`src/rtl/vic_pkg.sv`:
```
package vic_pkg;
  localparam int NSRC   = 8;
  localparam int IDX_W  = $clog2(NSRC);
  localparam int HOST_W = 16;
  localparam int MODE_W = 8;

  localparam logic [3:0] CMD_RESET    = 4'd0;
  localparam logic [3:0] CMD_CLR_RQMK = 4'd2;
  localparam logic [3:0] CMD_SET_MASK = 4'd3;
  localparam logic [3:0] CMD_CLR_REQ  = 4'd4;
  localparam logic [3:0] CMD_CLR_SVC  = 4'd7;
  localparam logic [3:0] CMD_MODE_LO  = 4'd8;
  localparam logic [3:0] CMD_MODE_HI  = 4'd9;
  localparam logic [3:0] CMD_MODE_CTL = 4'd10;
  localparam logic [3:0] CMD_PT_MASK  = 4'd11;
  localparam logic [3:0] CMD_PT_AUTO  = 4'd12;
  localparam logic [3:0] CMD_PT_VEC   = 4'd14;

  typedef enum logic [1:0] {PT_VEC, PT_MASK, PT_AUTO} ptr_kind_e;

  typedef struct packed {
    logic             rstAll;
    logic             clrReq;
    logic             clrMask;
    logic             setMask;
    logic             clrSvc;
    logic             wrVec;
    logic             wrMask;
    logic             wrAuto;
    logic [NSRC-1:0]  bitSel;
    logic [IDX_W-1:0] vecIdx;
  } vic_strobe_t;
endpackage

```
`src/rtl/vic_prio.sv`:
```
module vic_prio #(
  parameter int N     = 8,
  parameter int IDX_W = $clog2(N)
) (
  input  logic [N-1:0]     bits,
  output logic             hit,
  output logic [IDX_W-1:0] idx
);
  always_comb begin
    hit = 1'b0;
    idx = '0;
    for (int i = N - 1; i >= 0; i--) begin
      if (bits[i]) begin
        hit = 1'b1;
        idx = IDX_W'(i);
      end
    end
  end
endmodule

```
`src/rtl/vic_ctrl.sv`:
```
module vic_ctrl
  import vic_pkg::*;
(
  input  logic              clk,
  input  logic              rstN,
  input  logic              hostWrEn,
  input  logic              hostSel,
  input  logic [HOST_W-1:0] hostWrData,
  output vic_strobe_t       strobes,
  output logic [MODE_W-1:0] modeReg
);
  ptr_kind_e        ptrKind;
  logic [IDX_W-1:0] ptrIdx;
  logic             cmdWr;
  logic             dataWr;
  logic [3:0]       cmdCode;

  assign cmdWr   = hostWrEn & hostSel;
  assign dataWr  = hostWrEn & ~hostSel;
  assign cmdCode = hostWrData[7:4];

  always_comb begin
    strobes        = '0;
    strobes.bitSel = hostWrData[3] ? (NSRC'(1) << hostWrData[IDX_W-1:0]) : '1;
    strobes.vecIdx = ptrIdx;
    if (cmdWr) begin
      case (cmdCode)
        CMD_RESET:    strobes.rstAll = 1'b1;
        CMD_CLR_RQMK: begin
          strobes.clrReq  = 1'b1;
          strobes.clrMask = 1'b1;
        end
        CMD_SET_MASK: strobes.setMask = 1'b1;
        CMD_CLR_REQ:  strobes.clrReq  = 1'b1;
        CMD_CLR_SVC:  strobes.clrSvc  = 1'b1;
        default: ;
      endcase
    end
    if (dataWr) begin
      case (ptrKind)
        PT_MASK: strobes.wrMask = 1'b1;
        PT_AUTO: strobes.wrAuto = 1'b1;
        default: strobes.wrVec  = 1'b1;
      endcase
    end
  end

  always_ff @(posedge clk) begin
    if (!rstN) begin
      modeReg <= MODE_W'(8'h80);
      ptrKind <= PT_VEC;
      ptrIdx  <= '0;
    end else if (cmdWr) begin
      case (cmdCode)
        CMD_MODE_LO, CMD_MODE_HI: modeReg[4:0] <= hostWrData[4:0];
        CMD_MODE_CTL: begin
          modeReg[6:5] <= hostWrData[3:2];
          if (hostWrData[1:0] == 2'b01 || hostWrData[1:0] == 2'b10)
            modeReg[7] <= hostWrData[0];
        end
        CMD_PT_MASK: ptrKind <= PT_MASK;
        CMD_PT_AUTO: ptrKind <= PT_AUTO;
        CMD_PT_VEC: begin
          ptrKind <= PT_VEC;
          ptrIdx  <= hostWrData[IDX_W-1:0];
        end
        default: ;
      endcase
    end
  end
endmodule

```
`src/rtl/vic_datapath.sv`:
```
module vic_datapath
  import vic_pkg::*;
#(
  parameter int VEC_W = 16
) (
  input  logic              clk,
  input  logic              rstN,
  input  vic_strobe_t       strobes,
  input  logic [HOST_W-1:0] hostWrData,
  input  logic              intAck,
  input  logic [NSRC-1:0]   srcSet,
  input  logic [NSRC-1:0]   srcClr,
  output logic [NSRC-1:0]   reqBits,
  output logic [NSRC-1:0]   maskBits,
  output logic [NSRC-1:0]   svcBits,
  output logic [NSRC-1:0]   autoBits,
  output logic [VEC_W-1:0]  ackVector
);
  logic [VEC_W-1:0] vecMem [NSRC];
  logic [NSRC-1:0]  reqNext, maskNext, svcNext, autoNext;
  logic [NSRC-1:0]  unmasked;
  logic             winHit;
  logic [IDX_W-1:0] winIdx;

  assign unmasked = reqBits & ~maskBits;

  vic_prio #(.N(NSRC), .IDX_W(IDX_W)) u_winPrio (
    .bits(unmasked), .hit(winHit), .idx(winIdx)
  );

  assign ackVector = (intAck && winHit) ? vecMem[winIdx] : '0;

  always_comb begin
    reqNext  = reqBits;
    maskNext = maskBits;
    svcNext  = svcBits;
    autoNext = autoBits;
    if (strobes.rstAll) begin
      reqNext  = '0;
      maskNext = '1;
      svcNext  = '0;
      autoNext = '0;
    end
    if (strobes.clrReq)  reqNext  = reqNext & ~strobes.bitSel;
    if (strobes.clrMask) maskNext = maskNext & ~strobes.bitSel;
    if (strobes.setMask) maskNext = maskNext | strobes.bitSel;
    if (strobes.clrSvc)  svcNext  = svcNext & ~strobes.bitSel;
    if (strobes.wrMask)  maskNext = hostWrData[NSRC-1:0];
    if (strobes.wrAuto)  autoNext = hostWrData[NSRC-1:0];
    if (intAck && winHit) begin
      reqNext[winIdx] = 1'b0;
      svcNext[winIdx] = ~autoBits[winIdx];
    end
    reqNext = (reqNext | srcSet) & ~srcClr;
    svcNext = svcNext & ~srcClr;
  end

  always_ff @(posedge clk) begin
    if (!rstN) begin
      reqBits  <= '0;
      maskBits <= '1;
      svcBits  <= '0;
      autoBits <= '0;
    end else begin
      reqBits  <= reqNext;
      maskBits <= maskNext;
      svcBits  <= svcNext;
      autoBits <= autoNext;
    end
  end

  for (genvar g = 0; g < NSRC; g++) begin : g_vec
    always_ff @(posedge clk) begin
      if (!rstN)
        vecMem[g] <= '0;
      else if (strobes.wrVec && strobes.vecIdx == IDX_W'(g))
        vecMem[g] <= hostWrData[VEC_W-1:0];
    end
  end
endmodule

```
`src/rtl/vic_intc.sv`:
```
module vic_intc
  import vic_pkg::*;
#(
  parameter int VEC_W = 16
) (
  input  logic              clk,
  input  logic              rstN,
  input  logic              hostWrEn,
  input  logic              hostSel,
  input  logic [HOST_W-1:0] hostWrData,
  output logic [HOST_W-1:0] hostRdData,
  input  logic [NSRC-1:0]   srcSet,
  input  logic [NSRC-1:0]   srcClr,
  input  logic              intAck,
  output logic [VEC_W-1:0]  ackVector,
  input  logic              intEnable,
  output logic              irqOut
);
  vic_strobe_t       strobes;
  logic [MODE_W-1:0] modeReg;
  logic [NSRC-1:0]   reqBits, maskBits, svcBits, autoBits;
  logic              groupFlag;
  logic              svcHit;
  logic [IDX_W-1:0]  svcIdx;
  logic [NSRC-1:0]   dataSel;

  vic_ctrl u_ctrl (
    .clk(clk), .rstN(rstN), .hostWrEn(hostWrEn), .hostSel(hostSel),
    .hostWrData(hostWrData), .strobes(strobes), .modeReg(modeReg)
  );

  vic_datapath #(.VEC_W(VEC_W)) u_dp (
    .clk(clk), .rstN(rstN), .strobes(strobes), .hostWrData(hostWrData),
    .intAck(intAck), .srcSet(srcSet), .srcClr(srcClr),
    .reqBits(reqBits), .maskBits(maskBits), .svcBits(svcBits),
    .autoBits(autoBits), .ackVector(ackVector)
  );

  vic_prio #(.N(NSRC), .IDX_W(IDX_W)) u_svcPrio (
    .bits(svcBits), .hit(svcHit), .idx(svcIdx)
  );

  assign groupFlag = modeReg[7] & (|(reqBits & ~maskBits));
  assign irqOut    = groupFlag & intEnable;

  always_comb begin
    case (modeReg[6:5])
      2'd0:    dataSel = svcBits;
      2'd1:    dataSel = maskBits;
      2'd2:    dataSel = reqBits;
      default: dataSel = autoBits;
    endcase
  end

  always_comb begin
    hostRdData = '0;
    if (hostSel) begin
      hostRdData[7] = groupFlag;
      hostRdData[6] = 1'b1;
      hostRdData[5] = modeReg[0];
      hostRdData[4] = modeReg[2];
      hostRdData[3] = modeReg[7];
      if (groupFlag && svcHit) hostRdData[2:0] = svcIdx;
    end else begin
      hostRdData[NSRC-1:0] = dataSel;
    end
  end
endmodule

```
`config.mk`:
```
export PLATFORM = sky130hd
export DESIGN_NAME = vic_intc
export DESIGN_NICKNAME = d
export VERILOG_FILES = /design/src/rtl/vic_pkg.sv /design/src/rtl/vic_prio.sv /design/src/rtl/vic_ctrl.sv /design/src/rtl/vic_datapath.sv /design/src/rtl/vic_intc.sv
export SDC_FILE = /design/constraint.sdc
export NUM_CORES = 1
export LEC_CHECK = 0
export BUFFER_PORTS_ARGS = -buffer_cell sky130_fd_sc_hd__buf_2
export CAP_MARGIN = 0
export CORE_ASPECT_RATIO = 1.4
export CORE_UTILIZATION = 60
export CTS_BUF_LIST = sky130_fd_sc_hd__clkbuf_16
export DETAILED_ROUTE_END_ITERATION = 8
export GPL_TIMING_DRIVEN = 0
export PLACE_DENSITY = 0.8
export SLEW_MARGIN = 10
export SYNTH_ARGS = -nofsm -noshare
export SYNTH_HDL_FRONTEND = slang
export SYNTH_SLANG_ARGS = --single-unit
```
`constraint.sdc`:
```
create_clock -name clk -period 3.7 [get_ports clk]
set_clock_uncertainty 0.1 [all_clocks]
set_input_delay 0.37 -clock clk [delete_from_list [all_inputs] [get_ports clk]]
set_output_delay 0.37 -clock clk [all_outputs]
set_load 0.02 [all_outputs]
```
==> results.txt, run 1 <==
P_sw: 1.04 mW
Yosys Warn Count: 0
vias in the first global route: 7232
number of fill cells: 1079
post-route setup slack: 0.353 ns
CTS root buf: clkbuf_16
worst endpoint data arrival time: 2.88 ns
Area contributors post-synth: edfxtp_1, dfxtp_1, and2_1
post-place setup slack: 0.942 ns
status: complete, no violations
detailed-route via count: 7137
post-route minimum period: 3.35 ns
Inserted Clock Buffers: 17
IO Pins: 71
post-route ant nets: 0
clk buf depth: 2
Tot Pwr: 4.32 mW
#FFs+latches synth: 170
Comb pwr share: 0.071
H-tree depth: 4
final instance count without filler cells: 1086
GR Util met2: 0.627
drt wl/cell: 24.1 um
Die W: 105 um
leakage power: 3.69 nW
met3 GRT Util: 0.0596
top_reg_cell synth: edfxtp_1
largest area contributor in the netlist: edfxtp_1
# hold bufs at CTS: 0
placer's final routability congestion estimate: 0.943
syn avg cell area: 11.0 um2
Synth top area share: 0.435
sequential share of the synthesized area: 0.531
Post-Place Cell Area: 9420 um2
power per cell area: 430 nW/um2
synthesized area: 8830 um2
met1 Usage GRT: 0.376
Min Hold Slack: 0.00335 ns
n_diodes: 0
final instance area: 10000 um2
Die H: 146 um
Placeable Area: 14400 um2
initial core utilization: 0.611
vias per inst: 6.57
DRT Wirelength: 26100 um
Clk pin slew, worst setup/hold paths: 0.07 ns
Slew @ Worst Pin: 1.08 ns
full die area: 15200 um2
Post-DP HPWL: 18500 um
largest net degree at the start of global routing: 17
RSZ-0062 raised after global routing: no
drt pass-1 iters: 5
Hold Path Class: primary input to flop
global router's overall resource usage: 0.353
Syn Inst Count: 800
Seq pwr share: 0.494
# DRC: 0
CP Launch Type: flop
crit share post-route: 0.905
Slew HR: 0.281
max frequency: 299 MHz
Max Cap Violations: 0
final-report hold violation count: 0
Placed Instances: 1055
post_cts resized: 0
TritonCTS clock tree: yes
fraction of registers with async set/reset: 0
Sw Ratio: 0.240
Layout area overhead: 13.7%
# nets final: 929
# rows: 52
maximum VDD drop: 322 uV
setup TNS: 0 ns
crit end category: output port
internal power: 3.28 mW
CP Class: flop to output port
Post-synth EDFFs: 128
Worst Path Required: 3.23 ns
first-pass GRT wire length: 39800 um
grt peak-use layer: met2
total setup buffers inserted after CTS: 0
Critical Path Fanout Max: 10
Worst-Skew Late Latency: 0.44 ns
clk sinks: 170
initial antenna violation count: 0
final setup vio count: 0
Netlist cell types: 71
Port Buf Inserts: 58
share of cells above drive strength 1: 0.191
grt ovf: 0
Layout Utilization: 0.695
Clock power frac: 0.435
Slew Limit Fails: 0
Iteration-0 DRC Markers: 590
==> sequential cells by signal, summed over array words and instances, names as in the netlist <==
name            flops
u_ctrl.ptrIdx       3
u_dp.maskBits       8
u_ctrl.ptrKind      2
u_dp.autoBits       8
u_dp.vecMem       128
u_dp.reqBits        8
u_ctrl.modeReg      5
u_dp.svcBits        8
==> per-layer routing <==
metal  part of all wire  wire (um)
met1               0.34       8930
met3              0.064       1660
met2               0.52      13600
met5                  0          0
met4              0.072       1890
==> critical path: stages (launching register included) <==
cell and delay, ns:
dfxtp_1 0.40, nand2b_1 0.25, nand2_1 0.23, buf_2 0.29, clkbuf_1 0.46, o221ai_1 0.27, o22ai_1 0.31, buf_2 0.22
==> layout make-up <==
cell class | count | area [um2] | area share
Buffer | 73 | 397 | 0.0395
Timing Repair Buffer | 59 | 305 | 0.0304
Tap cell | 189 | 236 | 0.0236
Multi-Input combinational cell | 547 | 3740 | 0.372
Sequential cell | 170 | 4680 | 0.467
Clock inverter | 14 | 186 | 0.0186
Clock buffer | 17 | 425 | 0.0424
Inverter | 17 | 63.8 | 0.00636
==> path summary, 6_finish.rpt <==
path	startpoint	end	slack [ns]	depth (start not counted)
min reg2reg	u_dp.autoBits[1]$_SDFFE_PN0P_	u_dp.autoBits[1]$_SDFFE_PN0P_	0.39	2
max reg2reg	u_ctrl.ptrKind[0]$_SDFFE_PN0P_	u_dp.vecMem[2][4]$_SDFFCE_PN0P_	1.05	4
max	u_dp.maskBits[0]$_SDFF_PN1_	ackVector[3]	0.35	7
min	srcClr[0]	u_dp.reqBits[0]$_SDFF_PN0_	0.003	2
==> power by group through the flow <==
stage / Sequential [mW] / Clock [mW] / Combinational (mW)
after CTS: 2.13 / 1.87 / 0.300
after detailed placement: 2.17 / 0 / 0.298
after global placement: 2.17 / 0 / 0.283
after floorplan: 2.16 / 0 / 0.184
final: 2.13 / 1.88 / 0.306
after global routing: 2.14 / 1.94 / 0.324
==> cell usage in the layout (no fill, tap or decap), drive strengths merged, types with 34 or more instances in the layout <==
cell type  instances
a21oi             37
and2             115
buf              107
clkbuf            42
dfxtp             42
edfxtp           128
nand2             46
nor2              34
nor3              43
o221ai            34
==> logic make-up after synthesis <==
family	synth area share
buffers and inverters	0.0522
AND/OR/NAND/NOR	0.214
flip-flops	0.531
multiplexers	0.0340
AO/OA/AOI/OAI	0.159
other	0.000425
XOR/XNOR	0.000993
adder cells (fa/ha/maj)	0.00851
==> synthesized netlist by cell type, types with 16 or more instances <==
| cell | count |
|---|---|
| clkbuf_1 | 25 |
| nor2_1 | 29 |
| dfxtp_1 | 42 |
| a21oi_1 | 37 |
| or4_1 | 17 |
| buf_2 | 26 |
| o22ai_1 | 17 |
| a2bb2oi_1 | 16 |
| o2bb2ai_1 | 16 |
| edfxtp_1 | 128 |
| o221ai_1 | 33 |
| nand2_1 | 46 |
| and2_1 | 115 |
| nor3_1 | 42 |
Power figures use the tool's default switching activity.
==> inputs of run 2 (changes only) <==
Settings changed: CORE_MARGIN from default to 2, CTS_BUF_LIST sky130_fd_sc_hd__clkbuf_16 to sky130_fd_sc_hd__clkbuf_2 sky130_fd_sc_hd__clkbuf_4 sky130_fd_sc_hd__clkbuf_8.
==> results.txt, run 2 (synthesis gave the netlist of run 1 again) <==
Clk pin slew, worst setup/hold paths: 0.10 ns (+0.03 ns)
Tot Pwr: 3.86 mW (-11%)
DRT Wirelength: 26000 um (-0.68%)
internal power: 2.89 mW (-12%)
initial antenna violation count: 0 (unchanged)
Layout area overhead: 12.0%
vias in the first global route: 7075 (-2.2%)
crit share post-route: 0.908 (+0.00336)
full die area: 15700 um2 (+3.3%)
Max stage delay cell, worst path: clkbuf_1
final instance area: 9890 um2 (-1.5%)
post-route minimum period: 3.36 ns (+0.0124 ns)
Hold Path Class: primary input to flop
# nets final: 934 (+0.54%)
clk buf depth: 2 (unchanged)
commonest non-fill, non-tap cell in the layout: edfxtp_1
Min Hold Slack: 0.0258 ns (+0.0225 ns)
Post-DP HPWL: 18900 um (+2.2%)
TritonCTS clock tree: yes
vias per inst: 6.53 (-0.60%)
post-place setup slack: 0.906 ns (-0.0353 ns)
post_cts resized: 0 (unchanged)
post-route ant nets: 0 (unchanged)
drt pass-1 iters: 6 (+1)
RR Startpoint: u_ctrl.ptrKind[0]$_SDFFE_PN0P_
# DRC: 0 (unchanged)
share of cells above drive strength 1: 0.191 (about the same)
IO Pins: 71 (unchanged)
number of flip-flops in the largest register: 128 (unchanged)
maximum VDD drop: 239 uV (-26%)
final instance count without filler cells: 1091 (+0.46%)
detailed-route via count: 7127 (-0.14%)
CP Class: flop to output port
most frequent cells in the layout: edfxtp_1, and2_1, buf_2
RSZ-0062 raised after global routing: no
global router's overall resource usage: 0.339 (-0.0140)
Critical Path Fanout Max: 10 (unchanged)
Slew HR: 0.332 (+0.0512)
R2R Path End: u_dp.vecMem[5][1]$_SDFFCE_PN0P_
grt ovf: 0 (unchanged)
placer's final routability congestion estimate: 0.922 (-2.2%)
Comb pwr share: 0.081 (+0.010)
max frequency: 298 MHz (-0.37%)
final setup vio count: 0 (unchanged)
Worst Path Required: 3.23 ns (about the same)
Die W: 107 um (+1.9%)
CP Launch Type: flop
clk sinks: 170 (unchanged)
Worst-Skew Late Latency: 0.47 ns (+0.03 ns)
end of the worst hold path: u_dp.reqBits[7]$_SDFF_PN0_
final-report hold violation count: 0 (unchanged)
Inserted Clock Buffers: 17 (unchanged)
Clock power frac: 0.368 (-0.067)
Iteration-0 DRC Markers: 794 (+35%)
# rows: 52 (unchanged)
Layout Utilization: 0.685 (-0.0103)
CP max stage delay: 0.46 ns (about the same)
Seq pwr share: 0.552 (+0.058)
crit end category: output port
Worst path most repeated cell: buf_2
Post-Place Cell Area: 9450 um2 (+0.28%)
first-pass GRT wire length: 39600 um (-0.59%)
Max Cap Violations: 0 (unchanged)
WHS Path Cells: 2 (unchanged)
Worst Path Buf+Inv: 3 (unchanged)
drt wl/cell: 23.8 um (-1.1%)
Slew Limit Fails: 0 (unchanged)
Biggest register: u_dp.vecMem
CP top delay family: buffers and inverters
FF-to-FF setup slack: 1.12 ns (+0.07 ns)
largest net degree at the start of global routing: 17 (unchanged)
CTS root buf: clkbuf_8
setup TNS: 0 ns (unchanged)
leakage power: 3.63 nW (-1.7%)
hold_sp: srcSet[7]
P_sw: 975 uW (-6.0%)
Die H: 148 um (+1.4%)
total setup buffers inserted after CTS: 0 (unchanged)
Sw Ratio: 0.253 (+0.0123)
power per cell area: 391 nW/um2 (-9.3%)
status: complete, no violations
Placed Instances: 1058 (+0.28%)
n_diodes: 0 (unchanged)
Placeable Area: 14400 um2 (unchanged)
initial core utilization: 0.611 (unchanged)
Slew @ Worst Pin: 0.999 ns (-0.0766 ns)
Reg2Reg Depth: 4 (unchanged)
H-tree depth: 4 (unchanged)
Port Buf Inserts: 58 (unchanged)
worst-path cell chain: nand2b_1 > nand2_1 > buf_2 > clkbuf_1 > o221ai_1 > o22ai_1 > buf_2
worst endpoint data arrival time: 2.89 ns (about the same)
post-route setup slack: 0.340 ns (-0.0124 ns)
## run 2: worst reg2reg max path, stage by stage, from the launching register on
cell	delay, ns
dfxtp_1	0.40
inv_1	0.07
ha_1	0.35
nand4b_1	0.42
o21ai_2	0.86
## run 2: repair_timing
action,4_1_cts,5_1_grt
hold buffers,2,0
setup endpoints to repair,0,0
hold endpoints to repair,4,0
## run 2: how the worst max path moves through the flow
stage,from,end,cells past startpoint
final,u_dp.maskBits[0]$_SDFF_PN1_,ackVector[2],7
after global routing,u_dp.maskBits[0]$_SDFF_PN1_,ackVector[3],7
after CTS,u_dp.maskBits[0]$_SDFF_PN1_,ackVector[2],7
after detailed placement,u_dp.maskBits[2]$_SDFF_PN1_,ackVector[2],8
after global placement,hostSel,u_dp.vecMem[6][11]$_SDFFCE_PN0P_,5
after floorplan,u_ctrl.ptrKind[0]$_SDFFE_PN0P_,u_dp.vecMem[2][0]$_SDFFCE_PN0P_,4
## run 2: metal layers
layer / GRT usage / vias to the layer above / wire length, um
li1: - / 3191 / -
met1: 0.378 / 3436 / 9080
met4: 0.222 / 0 / 1820
met5: 0 / - / 0
met2: 0.593 / 396 / 13500
met3: 0.0586 / 104 / 1570
## run 2: area by class of cell
class | instances | area, um2
sequential | 170 | 4680
fill | 1092 | 4560
multi-input combinational | 547 | 3730
buffer | 73 | 397
timing repair buffer | 64 | 359
tap | 189 | 236
clock buffer | 17 | 234
clock inverter | 14 | 183
inverter | 17 | 63.8
## run 2: power by group through the flow
| stage | clock network, mW | logic, mW | registers [mW] |
|---|---|---|---|
| after detailed placement | 0 | 0.302 | 2.17 |
| after CTS | 1.41 | 0.305 | 2.13 |
| after global routing | 1.48 | 0.331 | 2.14 |
| after floorplan | 0 | 0.184 | 2.16 |
| final | 1.42 | 0.311 | 2.13 |
| after global placement | 0 | 0.286 | 2.17 |
==> inputs of run 3 (changes only) <==
Settings changed: CORE_UTILIZATION 60 to 63, PLACE_DENSITY 0.8 to 0.83, SYNTH_HIERARCHICAL from default to 1.
==> results.txt, run 3 <==
status: complete, no violations
Post-Place Cell Area: 9640 um2 (+2.0%)
Metal-1 WL: 8610 um (-5.1%)
length of routed met3 wiring: 2300 um (+46%)
clk buf depth: 2 (unchanged)
CP max stage delay: 0.54 ns (+0.08 ns)
post-route ant nets: 0 (unchanged)
Worst-Skew Late Latency: 0.46 ns (about the same)
met2 wire length: 13100 um (-2.5%)
Die H: 145 um (-2.0%)
initial core utilization: 0.642 (+0.0310)
synthesized area: 8890 um2 (+0.74%)
Max stage delay cell, worst path: nor2b_1
drt wl/cell: 23.6 um (-0.70%)
Post-DP HPWL: 17900 um (-5.3%)
post-route minimum period: 3.56 ns (+0.204 ns)
Inserted Clock Buffers: 17 (unchanged)
Port Buf Inserts: 62 (+6.9%)
area of the multi-input gates: 3870 um2 (+3.8%)
# hold bufs at CTS: 0 (-2)
grt ovf: 0 (unchanged)
post-route setup slack: 0.136 ns (-0.204 ns)
number of flip-flops in the largest register: 128 (unchanged)
Iteration-0 DRC Markers: 692 (-13%)
# nets final: 936 (+0.21%)
vias in the first global route: 6816 (-3.7%)
CP top delay family: simple AND/OR/NAND/NOR gates
first-pass GRT wire length: 38300 um (-3.3%)
commonest non-fill, non-tap cell in the layout: and2_1
detailed-route via count: 6928 (-2.8%)
max frequency: 281 MHz (-5.7%)
full die area: 15100 um2 (-3.9%)
largest net degree at the start of global routing: 18 (+1)
number of fill cells: 992 (-9.2%)
CP Class: flop to output port
Yosys Warn Count: 6 (+6)
most frequent cells in the layout: and2_1, edfxtp_1, buf_2
Die W: 104 um (-2.0%)
CP Launch Type: flop
# rows: 51 (-1.9%)
TritonCTS clock tree: yes
final-report hold violation count: 0 (unchanged)
setup TNS: 0 ns (unchanged)
H-tree depth: 4 (unchanged)
Layout area overhead: 14.1%
worst endpoint data arrival time: 3.09 ns (+0.20 ns)
Slew @ Worst Pin: 0.883 ns (-0.116 ns)
Critical Path Fanout Max: 7 (-3)
register area: 4680 um2 (unchanged)
placer's final routability congestion estimate: 0.957 (+3.7%)
post-place setup slack: 0.283 ns (-0.624 ns)
final instance area: 10100 um2 (+2.6%)
drt pass-1 iters: 5 (-1)
leakage power: 3.80 nW (+4.7%)
worst-path cell chain: nor2_1 > nor4_2 > nor2b_4 > nor2b_1 > a22oi_1 > o221a_2 > nor2_1 > buf_2
Slew HR: 0.406 (+0.0736)
vias per inst: 6.36 (-2.7%)
final setup vio count: 0 (unchanged)
share of cells above drive strength 1: 0.213 (+0.0226)
Worst Path Required: 3.23 ns (about the same)
Clk pin slew, worst setup/hold paths: 0.10 ns (about the same)
IO Pins: 71 (unchanged)
Max Cap Violations: 0 (unchanged)
Worst Path Buf+Inv: 1 (-2)
Slew Limit Fails: 0 (unchanged)
initial antenna violation count: 0 (unchanged)
n_diodes: 0 (unchanged)
CTS root buf: clkbuf_8
Hold Path Class: primary input to flop
global router's overall resource usage: 0.346 (+0.00671)
# DRC: 0 (unchanged)
Biggest register: u_dp/vecMem
Worst path most repeated cell: nor2_1
top sig layer: met4
Placeable Area: 13800 um2 (-4.1%)
crit end category: output port
power per cell area: 373 nW/um2 (-4.6%)
Syn Inst Count: 792 (-1.0%)
clk sinks: 170 (unchanged)
syn avg cell area: 11.2 um2 (+1.8%)
crit share post-route: 0.963 (+0.0553)
DRT Wirelength: 25700 um (-0.79%)
maximum VDD drop: 244 uV (+2.1%)
## run 3: changes by cell type in the layout (fill, tap and decap cells not counted), sizes merged, moves of 20 or more
| cell | previous run | this run |
|---|---|---|
| o221ai | 34 | 0 |
| nor2 | 34 | 57 |
| and2 | 115 | 135 |
| nor2b | 6 | 27 |
| nor3 | 43 | 4 |
| inv | 21 | 41 |
## run 3: layout make-up
type / count / share of cell area
Tap cell: 185 / 0.0228
Buffer: 57 / 0.0335
Clock inverter: 15 / 0.0178
Multi-Input combinational cell: 540 / 0.381
Sequential cell: 170 / 0.462
Clock buffer: 17 / 0.0231
Inverter: 32 / 0.0118
Timing Repair Buffer: 74 / 0.0478
## run 3: worst paths after layout
check,start,to,slack (ns),cells past startpoint
hold / removal,srcSet[2],u_dp/reqBits[2]$_SDFF_PN0_,0.01,3
hold reg to reg,u_ctrl/modeReg[6]$_SDFFE_PN0P_,u_ctrl/modeReg[6]$_SDFFE_PN0P_,0.36,2
setup reg to reg,u_ctrl/ptrKind[0]$_SDFFE_PN0P_,u_dp/vecMem[3][5]$_SDFFCE_PN0P_,1.03,7
setup / recovery,u_dp/maskBits[3]$_SDFF_PN1_,ackVector[12],0.14,8
## run 3: routing by layer
layer | GRT usage | vias to the layer above
met2 | 0.614 | 466
met4 | 0.223 | 0
met5 | 0 | -
li1 | - | 3038
met1 | 0.390 | 3303
met3 | 0.0527 | 121
## run 3: through the flow
step	cells	hold slack, ns	utilization	power, mW
after global placement	1046	0.342	0.683	2.41
after global routing	1090	0.00835	0.733	3.88
final	1090	0.0137	0.733	3.78
after floorplan	799	0.331	-	2.31
after detailed placement	1054	0.353	0.696	2.44
after CTS	1086	0.00458	0.727	3.78
## run 3: worst min-delay path: stages
cell     delay [ns]
buf_2          0.07
a21oi_1        0.03
nor2_1         0.06
## run 3: repair_timing
action | CTS | global route
gates resized for setup | 2 | 9
setup endpoints to repair | 15 | 13
pin swaps | 0 | 1
setup buffers | 0 | 4
## run 3: report_power, final
| part | internal (mW) | switching [mW] |
|---|---|---|
| logic | 0.101 | 0.176 |
| registers | 2.10 | 0.0234 |
| clock network | 0.629 | 0.749 |
| total | 2.83 | 0.948 |
